## config.mk

```make
export PLATFORM = sky130hd
export DESIGN_NAME = bank_map_ctrl
export DESIGN_NICKNAME = d
export VERILOG_FILES = /design/src/rtl/bank_map_pkg.sv /design/src/rtl/bank_map_slots.sv /design/src/rtl/bank_map_decode.sv /design/src/rtl/bank_map_ctrl.sv
export SDC_FILE = /design/constraint.sdc
export NUM_CORES = 1
export LEC_CHECK = 0
export BUFFER_PORTS_ARGS = -buffer_cell sky130_fd_sc_hd__buf_2
export CORE_ASPECT_RATIO = 0.8
export CORE_MARGIN = 2
export CORE_UTILIZATION = 35
export DETAILED_ROUTE_END_ITERATION = 8
export SKIP_CTS_REPAIR_TIMING = 1
export SYNTH_ARGS = -nofsm -noshare
export SYNTH_HDL_FRONTEND = slang
export SYNTH_HIERARCHICAL = 1
export SYNTH_SLANG_ARGS = --single-unit
```

## constraint.sdc

```tcl
create_clock -name clk -period 8.18 [get_ports clk]
set_input_delay 0 -clock clk [delete_from_list [all_inputs] [get_ports clk]]
set_output_delay 0 -clock clk [all_outputs]
set_load 0.005 [all_outputs]
```

## src/rtl/bank_map_pkg.sv

```systemverilog
package bank_map_pkg;

    // I/O port addresses; software depends on these values
    localparam logic [11:0] IOA_ID   = 12'h803;
    localparam logic [11:0] IOA_PRES = 12'h804;
    localparam logic [11:0] IOA_SIZE = 12'h820;
    localparam logic [11:0] IOA_PAR  = 12'h841;

    localparam logic [7:0] PARITY_CLEAN = 8'h01;

    typedef enum logic {
        ST_PACK  = 1'b0,
        ST_READY = 1'b1
    } cfg_state_e;

endpackage

```

## src/rtl/bank_map_slots.sv

```systemverilog
module bank_map_slots
    import bank_map_pkg::*;
#(
    parameter int N_SOCK      = 6,
    parameter int N_SLOT      = 8,
    parameter int UNIT_W      = 5,
    parameter int DATA_W      = 8,
    parameter int IOA_W       = 12,
    parameter int BIG_UNITS   = 4,
    parameter int SMALL_UNITS = 1
) (
    input  logic                             clk,
    input  logic                             rst_n,
    input  logic                             auto_cfg_i,
    input  logic [N_SOCK-1:0]                pop_i,
    input  logic [N_SOCK-1:0]                big_i,
    input  logic [IOA_W-1:0]                 io_addr_i,
    input  logic                             io_rd_i,
    input  logic                             io_wr_i,
    input  logic [DATA_W-1:0]                io_wdata_i,
    output logic [DATA_W-1:0]                io_rdata_o,
    output logic [N_SLOT-1:0][UNIT_W-1:0]    slot_o
);

    localparam int IDX_W = $clog2(N_SLOT);
    localparam int CNT_W = $clog2(N_SOCK);

    cfg_state_e                   state_q, state_d;
    logic [CNT_W-1:0]             pack_cnt_q;
    logic [UNIT_W-1:0]            pack_acc_q;
    logic [IDX_W-1:0]             idx_q;
    logic [N_SLOT-1:0][UNIT_W-1:0] slot_q;
    logic [DATA_W-1:0]            rdata_q, rd_mux;

    logic              ready, pack_last;
    logic              rd_acc, rd_size, rd_pres, wr_size;
    logic [IDX_W-1:0]  wr_slot, pack_slot;
    logic [UNIT_W-1:0] wr_val, pack_unit, pack_sum;

    assign ready     = (state_q == ST_READY);
    assign pack_last = (pack_cnt_q == CNT_W'(N_SOCK - 1));
    assign rd_acc    = ready && io_rd_i;
    assign rd_size   = rd_acc && (io_addr_i == IOA_SIZE);
    assign rd_pres   = rd_acc && (io_addr_i == IOA_PRES);
    assign wr_size   = ready && io_wr_i && (io_addr_i == IOA_SIZE);
    assign wr_slot   = io_wdata_i[DATA_W-1 -: IDX_W];
    assign wr_val    = io_wdata_i[UNIT_W-1:0];

    assign pack_unit = !pop_i[pack_cnt_q] ? '0 :
                       big_i[pack_cnt_q]  ? UNIT_W'(BIG_UNITS) : UNIT_W'(SMALL_UNITS);
    assign pack_sum  = pack_acc_q + pack_unit;
    assign pack_slot = IDX_W'(pack_cnt_q) + IDX_W'(1);

    // next-state logic
    always_comb begin
        state_d = state_q;
        unique case (state_q)
            ST_PACK:  state_d = pack_last ? ST_READY : ST_PACK;
            ST_READY: state_d = ST_READY;
            default:  state_d = ST_READY;
        endcase
    end

    // state register
    always_ff @(posedge clk) begin
        if (!rst_n) state_q <= auto_cfg_i ? ST_PACK : ST_READY;
        else        state_q <= state_d;
    end

    // read data selection
    always_comb begin
        unique case (io_addr_i)
            IOA_ID:   rd_mux = DATA_W'(pop_i & big_i);
            IOA_PRES: rd_mux = ~DATA_W'(pop_i);
            IOA_SIZE: rd_mux = DATA_W'(slot_q[idx_q]);
            IOA_PAR:  rd_mux = PARITY_CLEAN;
            default:  rd_mux = '0;
        endcase
    end

    // slots, pointer, packing walk and read data register
    always_ff @(posedge clk) begin
        if (!rst_n) begin
            slot_q     <= '0;
            idx_q      <= '0;
            pack_cnt_q <= '0;
            pack_acc_q <= '0;
            rdata_q    <= '0;
        end else begin
            if (state_q == ST_PACK) begin
                slot_q[pack_slot] <= pack_sum;
                pack_acc_q        <= pack_sum;
                pack_cnt_q        <= pack_cnt_q + 1'b1;
            end
            if (wr_size) slot_q[wr_slot] <= wr_val;
            if (rd_size) idx_q <= idx_q + 1'b1;
            if (rd_pres) idx_q <= '0;
            if (rd_acc)  rdata_q <= rd_mux;
        end
    end

    assign io_rdata_o = rdata_q;
    assign slot_o     = slot_q;

    // pointer advances modulo slot count on each size read
    a_r4_idx_advance: assert property (@(posedge clk) disable iff (!rst_n)
        rd_size |=> idx_q == IDX_W'($past(idx_q) + 1'b1));

    // presence read rewinds the pointer
    a_r2_idx_rewind: assert property (@(posedge clk) disable iff (!rst_n)
        rd_pres |=> idx_q == '0);

    // size write lands in the tagged slot
    a_r3_slot_capture: assert property (@(posedge clk) disable iff (!rst_n)
        wr_size |=> slot_q[$past(wr_slot)] == $past(wr_val));

    // writes elsewhere leave all slots alone
    a_r5_other_write: assert property (@(posedge clk) disable iff (!rst_n)
        (ready && io_wr_i && io_addr_i != IOA_SIZE) |=> $stable(slot_q));

    // read data holds without an accepted read
    a_r6_rdata_hold: assert property (@(posedge clk) disable iff (!rst_n)
        !rd_acc |=> $stable(io_rdata_o));

    // packing ends after the last socket, ready is terminal
    a_r10_pack_exit: assert property (@(posedge clk) disable iff (!rst_n)
        (state_q == ST_PACK && pack_last) |=> state_q == ST_READY);
    a_r10_ready_hold: assert property (@(posedge clk) disable iff (!rst_n)
        (state_q == ST_READY) |=> state_q == ST_READY);

endmodule

```

## src/rtl/bank_map_decode.sv

```systemverilog
module bank_map_decode #(
    parameter int N_SOCK   = 6,
    parameter int N_SLOT   = 8,
    parameter int UNIT_W   = 5,
    parameter int ADDR_W   = 32,
    parameter int UNIT_LSB = 23,
    parameter int UNIT_MSB = 28
) (
    input  logic                          clk,
    input  logic                          rst_n,
    input  logic [N_SLOT-1:0][UNIT_W-1:0] slot_i,
    input  logic [N_SOCK-1:0]             pop_i,
    input  logic [ADDR_W-1:0]             addr_i,
    output logic [N_SOCK-1:0]             bank_sel_o,
    output logic                          miss_o
);

    localparam int CMP_W = UNIT_MSB - UNIT_LSB + 1;

    logic [CMP_W-1:0]  unit;
    logic [N_SOCK-1:0] hit;

    assign unit = addr_i[UNIT_MSB:UNIT_LSB];

    for (genvar g = 0; g < N_SOCK; g++) begin : g_bank
        logic [UNIT_W-1:0] base, lim;
        if (g == 0) begin : g_first
            assign base = '0;
        end else begin : g_rest
            assign base = slot_i[g];
        end
        assign lim    = slot_i[g+1];
        assign hit[g] = pop_i[g] && (lim != base) &&
                        (CMP_W'(base) <= unit) && (unit < CMP_W'(lim));
    end

    // lowest set bit of the hit vector wins
    assign bank_sel_o = hit & (~hit + 1'b1);
    assign miss_o     = (hit == '0);

    logic unused_bits;
    assign unused_bits = ^{addr_i[ADDR_W-1:UNIT_MSB+1], addr_i[UNIT_LSB-1:0],
                           slot_i[0], slot_i[N_SLOT-1]};

    // at most one bank selected
    a_r8_onehot: assert property (@(posedge clk) disable iff (!rst_n)
        $onehot0(bank_sel_o));

    // miss and select exclude each other
    a_r8_miss_excl: assert property (@(posedge clk) disable iff (!rst_n)
        miss_o == (bank_sel_o == '0));

    // selected bank hits and no lower bank hits
    a_r8_sel_is_hit: assert property (@(posedge clk) disable iff (!rst_n)
        (bank_sel_o & ~hit) == '0);
    a_r8_lowest_wins: assert property (@(posedge clk) disable iff (!rst_n)
        (bank_sel_o != '0) |-> (((bank_sel_o - 1'b1) & hit) == '0));

    // a window hit requires a populated socket
    a_r7_pop_gate: assert property (@(posedge clk) disable iff (!rst_n)
        (bank_sel_o & ~pop_i) == '0);

endmodule

```

## src/rtl/bank_map_ctrl.sv

```systemverilog
module bank_map_ctrl #(
    parameter int N_SOCK = 6,
    parameter int N_SLOT = 8,
    parameter int UNIT_W = 5,
    parameter int DATA_W = 8,
    parameter int IOA_W  = 12,
    parameter int ADDR_W = 32
) (
    input  logic              clk,
    input  logic              rst_n,
    input  logic              auto_cfg_i,
    input  logic [N_SOCK-1:0] sock_pop_i,
    input  logic [N_SOCK-1:0] sock_big_i,
    input  logic [IOA_W-1:0]  io_addr_i,
    input  logic              io_rd_i,
    input  logic              io_wr_i,
    input  logic [DATA_W-1:0] io_wdata_i,
    output logic [DATA_W-1:0] io_rdata_o,
    input  logic [ADDR_W-1:0] mem_addr_i,
    output logic [N_SOCK-1:0] bank_sel_o,
    output logic              bank_miss_o
);

    logic [N_SLOT-1:0][UNIT_W-1:0] slots;

    bank_map_slots #(
        .N_SOCK (N_SOCK),
        .N_SLOT (N_SLOT),
        .UNIT_W (UNIT_W),
        .DATA_W (DATA_W),
        .IOA_W  (IOA_W)
    ) u_slots (
        .clk        (clk),
        .rst_n      (rst_n),
        .auto_cfg_i (auto_cfg_i),
        .pop_i      (sock_pop_i),
        .big_i      (sock_big_i),
        .io_addr_i  (io_addr_i),
        .io_rd_i    (io_rd_i),
        .io_wr_i    (io_wr_i),
        .io_wdata_i (io_wdata_i),
        .io_rdata_o (io_rdata_o),
        .slot_o     (slots)
    );

    bank_map_decode #(
        .N_SOCK (N_SOCK),
        .N_SLOT (N_SLOT),
        .UNIT_W (UNIT_W),
        .ADDR_W (ADDR_W)
    ) u_decode (
        .clk        (clk),
        .rst_n      (rst_n),
        .slot_i     (slots),
        .pop_i      (sock_pop_i),
        .addr_i     (mem_addr_i),
        .bank_sel_o (bank_sel_o),
        .miss_o     (bank_miss_o)
    );

endmodule

```

Word-level counts from Yosys, hierarchy flattened. Cells that the tools add are included. Widths: inputs -> output; s select.

Eq/ne operators: 10. Order comparisons: 18. $add $sub $neg: 4. Reductions and logical operators: 28. Bitwise operators: 6. Multiplexer cells: 22.

Operators with widths (count): $mux 40 (3); $bwmux 40 (2); $eq 12x12->1 const B (4); $lt 6x5->1 (6); $pmux 8 s4 (1); $demux 5 s3 (2); $le 5x6->1 (5); $logic_and 1x1->1 (25); $ne 5x5->1 (5); $mux 5 (4); $lt 3x4->1 const B (4); $bmux 5 s3 (1); $and 6x6->6 (2); $not 6->8 (1); $add 3x1->3 const B (2); $add 6x1->6 const B (1); $bmux 1 s3 (2); $ge 3x1->1 const B (2); $le 1x6->1 const A (1); $logic_not 6->1 (1); $not 6->6 (1); $add 5x5->5 (1); $mux 1 (5); $reduce_bool 5->1 (1); 5 further kinds (6).

Flip-flop bits (word level): 60. Input port bits: 69. Logic and storage cells: 101.

Logic depth before layout (Yosys ltp). Gate-level depths: netlist (run 1).

Depth after elaboration: 10. Mapped depth: 12. Gate-level depth less buffers: 11.

By module. Netlist (run 1), hierarchy kept.

By module, submodules not included: bank_map_slots (sequential area each 1181.1 µm², cells an instance 370, area each 3435.8 µm², instances 1); bank_map_decode (sequential area each 0.0 µm², cells an instance 139, area each 1074.8 µm², instances 1).

Worst setup path after synthesis (run 1). Ideal clock, no wire load.

Path kind: reg-to-reg. From: reg u_slots.pack_cnt_q[0]. To: reg u_slots.slot_q, in the netlist u_slots/slot_o[4]. Path buffers: 1. Cell stages (with the launch flop): 12. Path slack: 5369 ps. Data required time: 8103 ps. Arrival time: 2734 ps. Path through: dfxtp_1 clkbuf_1 mux4_2 mux2i_1 nor2b_1 ha_1 ha_1 a21o_1 nand2_1 xnor2_1 mux2i_1 o22ai_1.

Longest elaborated chain between the ends: 10. Elaborated cells between the ends (all ways): 18. Those cells by class: add/sub (2); order compare (2); mux (13); reduce/logical (1).

RTL lines: start, declared (line bank_map_slots.sv:29) `logic [CNT_W-1:0] pack_cnt_q;`; start signal, assigned (line bank_map_slots.sv:93) `pack_cnt_q <= pack_cnt_q + 1'b1;`; $add 3x1->3 or $bmux 1 s3 (tied branches) (line bank_map_slots.sv:52, bank_map_slots.sv:50); $lt 3x4->1 (implied by the code), or another cell as far along (line bank_map_slots.sv:91) `slot_q[pack_slot] <= pack_sum;`; $logic_and 1x1->1 (implied by the code) or $mux 3 (tied branches) (line bank_map_slots.sv:91, bank_map_slots.sv:50); $mux 5 (on tied branches) (line bank_map_slots.sv:91, bank_map_slots.sv:49); $demux 5 s3 or $add 5x5->5 (tied branches); $bwmux 40 (*) (line bank_map_slots.sv:91); $mux 40 (*) (line bank_map_slots.sv:90) `if (state_q == ST_PACK) begin`; $mux 40 (*) (line bank_map_slots.sv:83) `if (!rst_n) begin`; $bwmux 40 (line bank_map_slots.sv:95) `if (wr_size) slot_q[wr_slot] <= wr_val;`; $mux 40 (*) (line bank_map_slots.sv:95); end signal, assigned by index (line bank_map_slots.sv:91); end signal, assigned by index (line bank_map_slots.sv:95); end, declared (line bank_map_slots.sv:32) `logic [N_SLOT-1:0][UNIT_W-1:0] slot_q;`.

Every way passes the cells marked *; elsewhere a longest branch is shown, timed or not. The select of a mux whose other input is x is not followed. A chain may end at the register's enable or synchronous reset.

Final worst setup path (run 1). Ends and elaborated chain as after synthesis.

==> results_dict.tcl, run 1 <==
set metrics [dict create \
    slew_headroom_pct 20.98 \
    setup-tns-final_ns 0 \
    synth_ff_type "dfxtp_1" \
    crit_buf_inv 0 \
    r2r_slack_ns 4.47 \
    wire_per_inst_um 19.29 \
    yosys.area.top_type "dfxtp_1" \
    insertion_delay_ns 0.33 \
    drv_slew 0 \
    synth_common_cells "dfxtp_1, nand2_1, ha_1, mux2i_1, nand3_1" \
    path_class "flip-flop to flip-flop" \
    drc 0 \
    crit_path_top_delay_cell "xnor2_1" \
    worstHoldPathType "input port to flip-flop" \
    syn-num-nets 613 \
    async_reset_ff_share_pct 0 \
    first_iter_violations 402 \
    rows 37 \
    final.min_clock_period_ns 3.710 \
    worstMarginPinSlew_ns 1.177 \
    grt_max_degree 63 \
    grt_use_total_pct 20.59 \
    end_kind "flip-flop" \
    crit_arrival_ns 3.95 \
    ys_top_cells_by_area "dfxtp_1, ha_1, mux2i_1" \
    cts-root-buf "clkbuf_16" \
    vias 4206 \
    r2r_cells 10 \
    ys_seq_elements 59 \
    synth_cells 509 \
    hold_violations 0 \
    synth_top_area_share_pct 26.19 \
    htree_levels 3 \
    grt_remaining_overflow 0 \
    critical_path.cell_chain "mux4_2 -> mux2i_1 -> nor2b_1 -> ha_1 -> ha_1 -> a21o_1 -> nand2_1 -> xnor2_1 -> mux2i_1 -> o22ai_1" \
    numCtsBuffers 9 \
    drive_gt1_share_pct 19.49 \
    drt-vias-per-instance 5.770 \
    first_pass_iters 5 \
    rsz0062_at_grt "no" \
    critPathTopFamily "multiplexers" \
    fp.dieW_um 130.9 \
    status "finished clean" \
    hold_end "u_slots/slot_o[2]$_SDFF_PN0_" \
    r2r_end "u_slots/slot_o[4]$_SDFF_PN0_" \
    fin_cells 729 \
    crit_fanout 13 \
    syn_area_per_cell_um2 8.862 \
    path_clk_slew_ns 0.05 \
    antenna_left 0 \
    finalSetupViolations 0 \
    grt_pass1_wl_mm 21.52 \
    synthToLayoutAreaGrowth_pct 14.70 \
    p_per_area_nw_per_um2 162.5 \
    yosys_warnings 6 \
    io_pins 84 \
    maxCapViolCount 0 \
    dieArea_um2 13820 \
    synth_edf_count 0 \
    peakVddDrop_mv 0.09491 \
    holdPathStages 4 \
    grt_pass1_vias 4003 \
    skew_ns 0.005188 \
    routed_wl_mm 14.06 \
    dp.cells 712 \
    syn_area_um2 4511 \
    holdCritStartpoint "io_wdata_i[6]" \
    max_stage_delay_ns 0.91 \
    seq_area_frac_synth_pct 26.19 \
    netlist-cell-type-count 61 \
    dp.final_hpwl_mm 10.46 \
    core-area_um2 12730 \
    port_buffers 57 \
    cts.path.max_buffers 2 \
    diodes 0 \
    start_util_pct 35.43 \
    nNetsFinal 653 \
    fp.dieH_um 105.5 \
    cts_tree "done" \
    clock_sinks 59 \
    fmax_mhz 269.5 \
    gp_congestion 0.8702 \
    antenna_found_initial 0 \
    r2r-start "u_slots/pack_cnt_q[0]$_SDFFE_PN0N_" \
    cp-start-kind "flip-flop" \
    post-route-period-util_pct 45.35 \
    cp.required_ns 8.42 \
    yosysMostFrequentCell "dfxtp_1" \
    p_leak_nw 2.465 \
]
==> cell usage in the layout (no fill, tap or decap), types with 11 or more instances in the layout <==
cell type  count
buf_2         57
inv_1         19
nand3_1       33
xor2_1        16
nand2_1       53
a31oi_1       11
ha_1          35
nor2_1        18
a21oi_1       13
o21ai_0       25
o211a_1       18
mux2i_1       35
dfxtp_1       59
xnor2_1       15
mux4_2        12
nor2b_1       16
==> worst max-delay path by stage <==
stage | start | endpoint | slack (ns) | cells past startpoint
6_report | u_slots/pack_cnt_q[0]$_SDFFE_PN0N_ | u_slots/slot_o[4]$_SDFF_PN0_ | 4.47 | 10
5_1_grt | u_slots/pack_cnt_q[0]$_SDFFE_PN0N_ | u_slots/slot_o[4]$_SDFF_PN0_ | 4.34 | 10
4_1_cts | u_slots/pack_cnt_q[0]$_SDFFE_PN0N_ | u_slots/slot_o[4]$_SDFF_PN0_ | 4.49 | 10
3_5_place_dp | u_slots/pack_cnt_q[0]$_SDFFE_PN0N_ | u_slots/slot_o[4]$_SDFF_PN0_ | 4.57 | 10
3_3_place_gp | u_slots/pack_cnt_q[0]$_SDFFE_PN0N_ | u_slots/slot_o[4]$_SDFF_PN0_ | 4.68 | 10
2_1_floorplan | u_slots/pack_cnt_q[0]$_SDFFE_PN0N_ | u_slots/slot_o[4]$_SDFF_PN0_ | 5.37 | 11
==> stage by stage <==
step                power (mW)  instance area [um2]  worst slack [ns]  util [%]  hold WS (ns)
floorplan               0.4120                 4511             5.369         -       0.09091
global placement        0.4596                 4868             4.677     38.24        0.1960
detailed placement      0.4658                 4868             4.573     38.24        0.2063
CTS                     0.8410                 5164             4.486     40.56       -0.1444
global route            0.8719                 5174             4.336     40.64       0.07473
finish                  0.8405                 5174             4.470     40.64       0.03331
==> registers in the layout, indices dropped and copies added (netlist names) <==
signal	cells
u_slots/slot_o	40
u_slots/ready	1
u_slots/io_rdata_o	7
u_slots/pack_acc_q	5
u_slots/idx_q	3
u_slots/pack_cnt_q	3
==> per-layer routing <==
metal / global-route usage, % / up-vias / wire length, um
met4: 5.471 / 0 / 95
li1: - / 1968 / -
met2: 30.36 / 224 / 6161
met3: 3.858 / 15 / 1316
met5: 0 / - / 0
met1: 30.61 / 1999 / 6491
==> worst register-to-register path: stages, from the launching register on <==
cell     delay (ns)
dfxtp_1        0.71
mux4_2         0.59
mux2i_1        0.22
nor2b_1        0.20
ha_1           0.21
ha_1           0.20
a21o_1         0.13
nand2_1        0.06
xnor2_1        0.91
mux2i_1        0.18
o22ai_1        0.21
==> layout make-up <==
type | instances | area [um2]
clock inverters | 5 | 52.55
well taps | 175 | 219.0
multi-input cells | 401 | 3104
flip-flops and latches | 59 | 1181
clock buffers | 11 | 242.7
inverters | 19 | 71.32
fillers | 1256 | 7557
repair buffers | 59 | 302.8
==> cell families (layout without fill, tap and decap cells) <==
kind of cell,count (synthesis),count (layout),synth area share (%)
simple gates,173,173,20.19
mux,54,54,15.51
compound gates,108,108,17.39
fa+ha+maj,35,35,9.709
xor+xnor,31,31,6.019
flops,59,59,26.19
buf+inv,49,94,4.993
==> power by group <==
group	switching (mW)	internal (mW)	leakage [nW]
sequential	0.0178	0.299	0.478
clock	0.135	0.242	0.145
combinational	0.0868	0.0603	1.84
total	0.239	0.601	2.46
Power figures use the tool's default switching activity.
==> run 2: changes to the inputs <==
- clock period: 8.18 -> 3.8 ns (I/O delays scaled with it)
==> results_dict.tcl, run 2 (synthesis results as in run 1) <==
set metrics [dict create \
    status "finished clean" \
    hold_violations 0 \
    drc 0 \
    routed_wl_mm 13.92 \
    port_buffers 57 \
    setup-tns-final_ns 0 \
    grt_max_degree 63 \
    cts_tree "done" \
    wire_per_inst_um 18.96 \
    grt_remaining_overflow 0 \
    maxCapViolCount 0 \
    p_clk_share_pct 43.9 \
    rsz0062_at_grt "no" \
    path_clk_slew_ns 0.05 \
    cp.required_ns 4.04 \
    crit_arrival_ns 3.16 \
    p_leak_nw 2.483 \
    grt_pass1_wl_mm 21.45 \
    switching_share_pct 28.58 \
    rows 37 \
    postLayoutCellArea_um2 5207 \
    intPower_mw 1.283 \
    cts-root-buf "clkbuf_16" \
    antenna_found_initial 0 \
    final_common_cell "dfxtp_1" \
    gp_congestion 0.8928 \
    worstMarginPinSlew_ns 0.8039 \
    final_cell_mix "dfxtp_1, buf_2, nand2_1" \
    crit_start "u_slots/pack_cnt_q[0]$_SDFFE_PN0N_" \
    critPathTopFamily "multiplexers" \
    crit_buf_inv 1 \
    placed_area_um2 4913 \
    first_iter_violations 407 \
    path_class "flip-flop to flip-flop" \
    start_util_pct 35.43 \
    finalWorstSetupSlack_ns 0.8780 \
    drv_slew 0 \
    fp.dieW_um 130.9 \
    grt_pass1_vias 3948 \
    largest_register_ffs 40 \
    io_pins 84 \
    post-route-period-util_pct 76.89 \
    sequentialPowerShare_pct 37.8 \
    finalSetupViolations 0 \
    p_sw_mw 0.5132 \
    finish.utilization_pct 40.90 \
    dp.final_hpwl_mm 10.45 \
    power_mw 1.796 \
    clock_sinks 59 \
    p_comb_share_pct 18.4 \
    dpl_worst_slack_ns 0.9111 \
    vias 4225 \
    critical_path.cell_chain "mux4_2 -> mux2i_1 -> nor2b_1 -> ha_1 -> ha_1 -> a21o_1 -> nand2_1 -> xnor2_1 -> buf_4 -> mux2i_1 -> o22ai_1" \
    nNetsFinal 659 \
    drt-vias-per-instance 5.756 \
    final.min_clock_period_ns 2.922 \
    core-area_um2 12730 \
    numCtsBuffers 9 \
    p_per_area_nw_per_um2 344.9 \
    holdCritStartpoint "io_wdata_i[6]" \
    crit_fanout 6 \
    cp-start-kind "flip-flop" \
    drive_gt1_share_pct 20.21 \
    fmax_mhz 342.2 \
    peakVddDrop_mv 0.2302 \
    antenna_left 0 \
    cts.path.max_buffers 2 \
    r2r-start "u_slots/pack_cnt_q[0]$_SDFFE_PN0N_" \
    max_stage_delay_ns 0.55 \
    first_pass_iters 4 \
    skew_ns 0.006931 \
    diodes 0 \
    crit_path_top_delay_cell "mux4_2" \
    htree_levels 3 \
    insertion_delay_ns 0.33 \
    slew_headroom_pct 45.99 \
    worstHoldPathType "input port to flip-flop" \
    dieArea_um2 13820 \
    end_kind "flip-flop" \
    synthToLayoutAreaGrowth_pct 15.45 \
    grt_use_total_pct 20.42 \
    fp.dieH_um 105.5 \
]
-- run 2: cell count changes in the layout (fill, tap and decap cells not counted) --
cell        before  now
clkinvlp_4       1    2
buf_4            1    7
clkbuf_8         1    0
clkinv_2         3    2
-- run 2: metrics by stage --
| step | hold slack [ns] | std cells |
|---|---|---|
| global placement | 0.1955 | 718 |
| detailed placement | 0.2007 | 718 |
| finish | 0.04304 | 734 |
| global route | 0.05689 | 734 |
| CTS | -0.1483 | 733 |
| floorplan | 0.09091 | 509 |
-- run 2: path summary, 6_finish.rpt --
check | endpoint | slack (ns) | cells after the start
worst max register to register | u_slots/slot_o[29]$_SDFF_PN0_ | 0.88 | 11
worst min register to register | u_slots/slot_o[38]$_SDFF_PN0_ | 0.47 | 2
worst min-delay path | u_slots/slot_o[2]$_SDFF_PN0_ | 0.04 | 4
worst max-delay path | u_slots/slot_o[29]$_SDFF_PN0_ | 0.88 | 11
-- run 2: metal layers --
layer  track usage [%]  wire length [um]  vias up
met4             5.547               197        0
met3             4.112              1165       25
met5                 0                 0        -
met2             30.36              5889      207
met1             29.94              6668     2014
li1                  -                 -     1979
-- run 2: power groups by stage --
stage / sequential (mW) / combinational (mW) / clock [mW]
floorplan: 0.673 / 0.214 / 0
global placement: 0.690 / 0.311 / 0
detailed placement: 0.691 / 0.321 / 0
CTS: 0.678 / 0.323 / 0.796
global route: 0.682 / 0.360 / 0.823
finish: 0.678 / 0.330 / 0.788
-- run 2: area by class of cell --
cell class / count / area (um2)
inverter: 19 / 71.32
sequential: 59 / 1181
fill: 1244 / 7523
multi-input combinational: 401 / 3104
tap: 175 / 219.0
clock inverter: 5 / 55.05
clock buffer: 10 / 229.0
timing repair buffer: 65 / 347.8
-- run 2: tightest hold or removal path, delay by kind of cell --
family	cells	cell delay, ns
AO/OA/AOI/OAI	1	0.07
AND/OR/NAND/NOR	2	0.13
buffers and inverters	1	0.11
==> run 3: changes to the inputs <==
- clock period: 3.8 -> 2.8 ns (I/O delays scaled with it)
==> results_dict.tcl, run 3 (synthesis results as in run 1) <==
set metrics [dict create \
    drive_gt1_share_pct 21.53 \
    rows 37 \
    synthToLayoutAreaGrowth_pct 16.67 \
    cts-root-buf "clkbuf_16" \
    status "finished clean" \
    power_mw 2.366 \
    rsz0062_at_grt "no" \
    hold_violations 0 \
    routed_wl_mm 14.24 \
    regArea_um2 1182 \
    fin_cells 737 \
    p_clk_share_pct 41.3 \
    largest_register_ffs 40 \
    grt_pass1_wl_mm 21.58 \
    final_cell_mix "dfxtp_1, buf_2, nand2_1" \
    worstHoldPathType "input port to flip-flop" \
    end_kind "flip-flop" \
    gp_congestion 0.9015 \
    crit_arrival_ns 2.79 \
    p_per_area_nw_per_um2 449.6 \
    peakVddDrop_mv 0.2943 \
    post-route-period-util_pct 92.38 \
    multi_input_comb_area_um2 3141 \
    first_pass_iters 5 \
    fp.dieH_um 105.5 \
    hold_end "u_slots/slot_o[2]$_SDFF_PN0_" \
    wire_per_inst_um 19.32 \
    holdPathStages 4 \
    vias 4279 \
    intPower_mw 1.700 \
    final.min_clock_period_ns 2.587 \
    fmax_mhz 386.6 \
    diodes 0 \
    switching_share_pct 28.15 \
    cts_tree "done" \
    antenna_found_initial 0 \
    drc 0 \
    grt_max_degree 52 \
    crit_fanout 9 \
    drv_slew 0 \
    grt_most_used_layer "met1" \
    drt-vias-per-instance 5.806 \
    slew_headroom_pct 39.33 \
    final_common_cell "dfxtp_1" \
    cp.required_ns 3.00 \
    grt_use_total_pct 20.69 \
    n_fill_cell 1238 \
    port_buffers 57 \
    io_pins 84 \
    path_class "flip-flop to flip-flop" \
    r2r_cells 10 \
    p_leak_nw 2.526 \
    worstMarginPinSlew_ns 0.9100 \
    skew_ns 0.005753 \
    nNetsFinal 665 \
    htree_levels 3 \
    dp.final_hpwl_mm 10.81 \
    sequentialPowerShare_pct 38.9 \
    grt_remaining_overflow 0 \
    grt_use_met3_pct 5.482 \
    clock_sinks 59 \
    grt_use_met1_pct 30.92 \
    insertion_delay_ns 0.33 \
    use_met2_pct 29.87 \
    r2r-start "u_slots/pack_cnt_q[0]$_SDFFE_PN0N_" \
    numCtsBuffers 9 \
    finalSetupViolations 0 \
    dp.cells 722 \
    cts.path.max_buffers 2 \
    dieArea_um2 13820 \
    grt_pass1_vias 3816 \
    r2r_slack_ns 0.21 \
    holdCritStartpoint "io_wdata_i[6]" \
    antenna_left 0 \
    start_util_pct 35.43 \
    p_sw_mw 0.6660 \
    path_clk_slew_ns 0.05 \
    setup-tns-final_ns 0 \
    p_comb_share_pct 19.8 \
    first_iter_violations 378 \
    fp.dieW_um 130.9 \
    r2r_end "u_slots/slot_o[2]$_SDFF_PN0_" \
    core-area_um2 12730 \
    cp-start-kind "flip-flop" \
    maxCapViolCount 0 \
]
[run 3: worst max-delay path by stage]
stage / startpoint / to / slack, ns / cells past startpoint
finish: u_slots/pack_cnt_q[0]$_SDFFE_PN0N_ / u_slots/slot_o[2]$_SDFF_PN0_ / 0.21 / 10
global route: u_slots/pack_cnt_q[0]$_SDFFE_PN0N_ / u_slots/slot_o[19]$_SDFF_PN0_ / 0.03 / 11
CTS: u_slots/pack_cnt_q[0]$_SDFFE_PN0N_ / u_slots/slot_o[4]$_SDFF_PN0_ / 0.05 / 10
detailed placement: u_slots/pack_cnt_q[0]$_SDFFE_PN0N_ / u_slots/slot_o[4]$_SDFF_PN0_ / 0.06 / 10
global placement: u_slots/pack_cnt_q[0]$_SDFFE_PN0N_ / u_slots/slot_o[12]$_SDFF_PN0_ / 0.11 / 7
floorplan: u_slots/pack_cnt_q[0]$_SDFFE_PN0N_ / u_slots/slot_o[2]$_SDFF_PN0_ / 0.11 / 10
[run 3: layer usage]
layer | share of wire, % | routed length (um)
met1 | 47 | 6673
met2 | 43 | 6174
met3 | 8.7 | 1232
met4 | 1.1 | 161
met5 | 0 | 0
[run 3: stage by stage]
stage          util, %  setup WS, ns  hold WS (ns)  instance area (um2)
3_3_place_gp     38.89        0.1067        0.1974                 4951
5_1_grt          41.34       0.03253       0.07466                 5263
3_5_place_dp     38.89       0.05966        0.2084                 4951
2_1_floorplan        -        0.1108       0.09091                 4518
6_report         41.34        0.2133       0.05342                 5263
4_1_cts          40.90       0.04620       -0.1370                 5207
[run 3: final cells by class]
| class | count | area share [%] |
|---|---|---|
| Clock buffer | 12 | 4.874 |
| Inverter | 19 | 1.355 |
| Multi-Input combinational cell | 401 | 59.68 |
| Sequential cell | 59 | 22.47 |
| Tap cell | 175 | 4.161 |
| Timing Repair Buffer | 71 | 7.466 |
[run 3: power groups by stage]
stage	combinational [mW]	clock [mW]	sequential, mW
2_1_floorplan	0.291	0	0.914
5_1_grt	0.512	1.03	0.925
4_1_cts	0.449	0.992	0.919
3_5_place_dp	0.447	0	0.935
3_3_place_gp	0.435	0	0.935
6_report	0.469	0.976	0.921
[run 3: critical path, stage by stage, from the launching register on]
cell and delay [ns]:
dfxtp_2 0.37, mux4_2 0.52, mux2i_1 0.22, nor2b_2 0.07, ha_1 0.20, ha_1 0.20, xor2_1 0.14, buf_4 0.19
or3_1 0.35, o211ai_1 0.10, a21boi_0 0.11
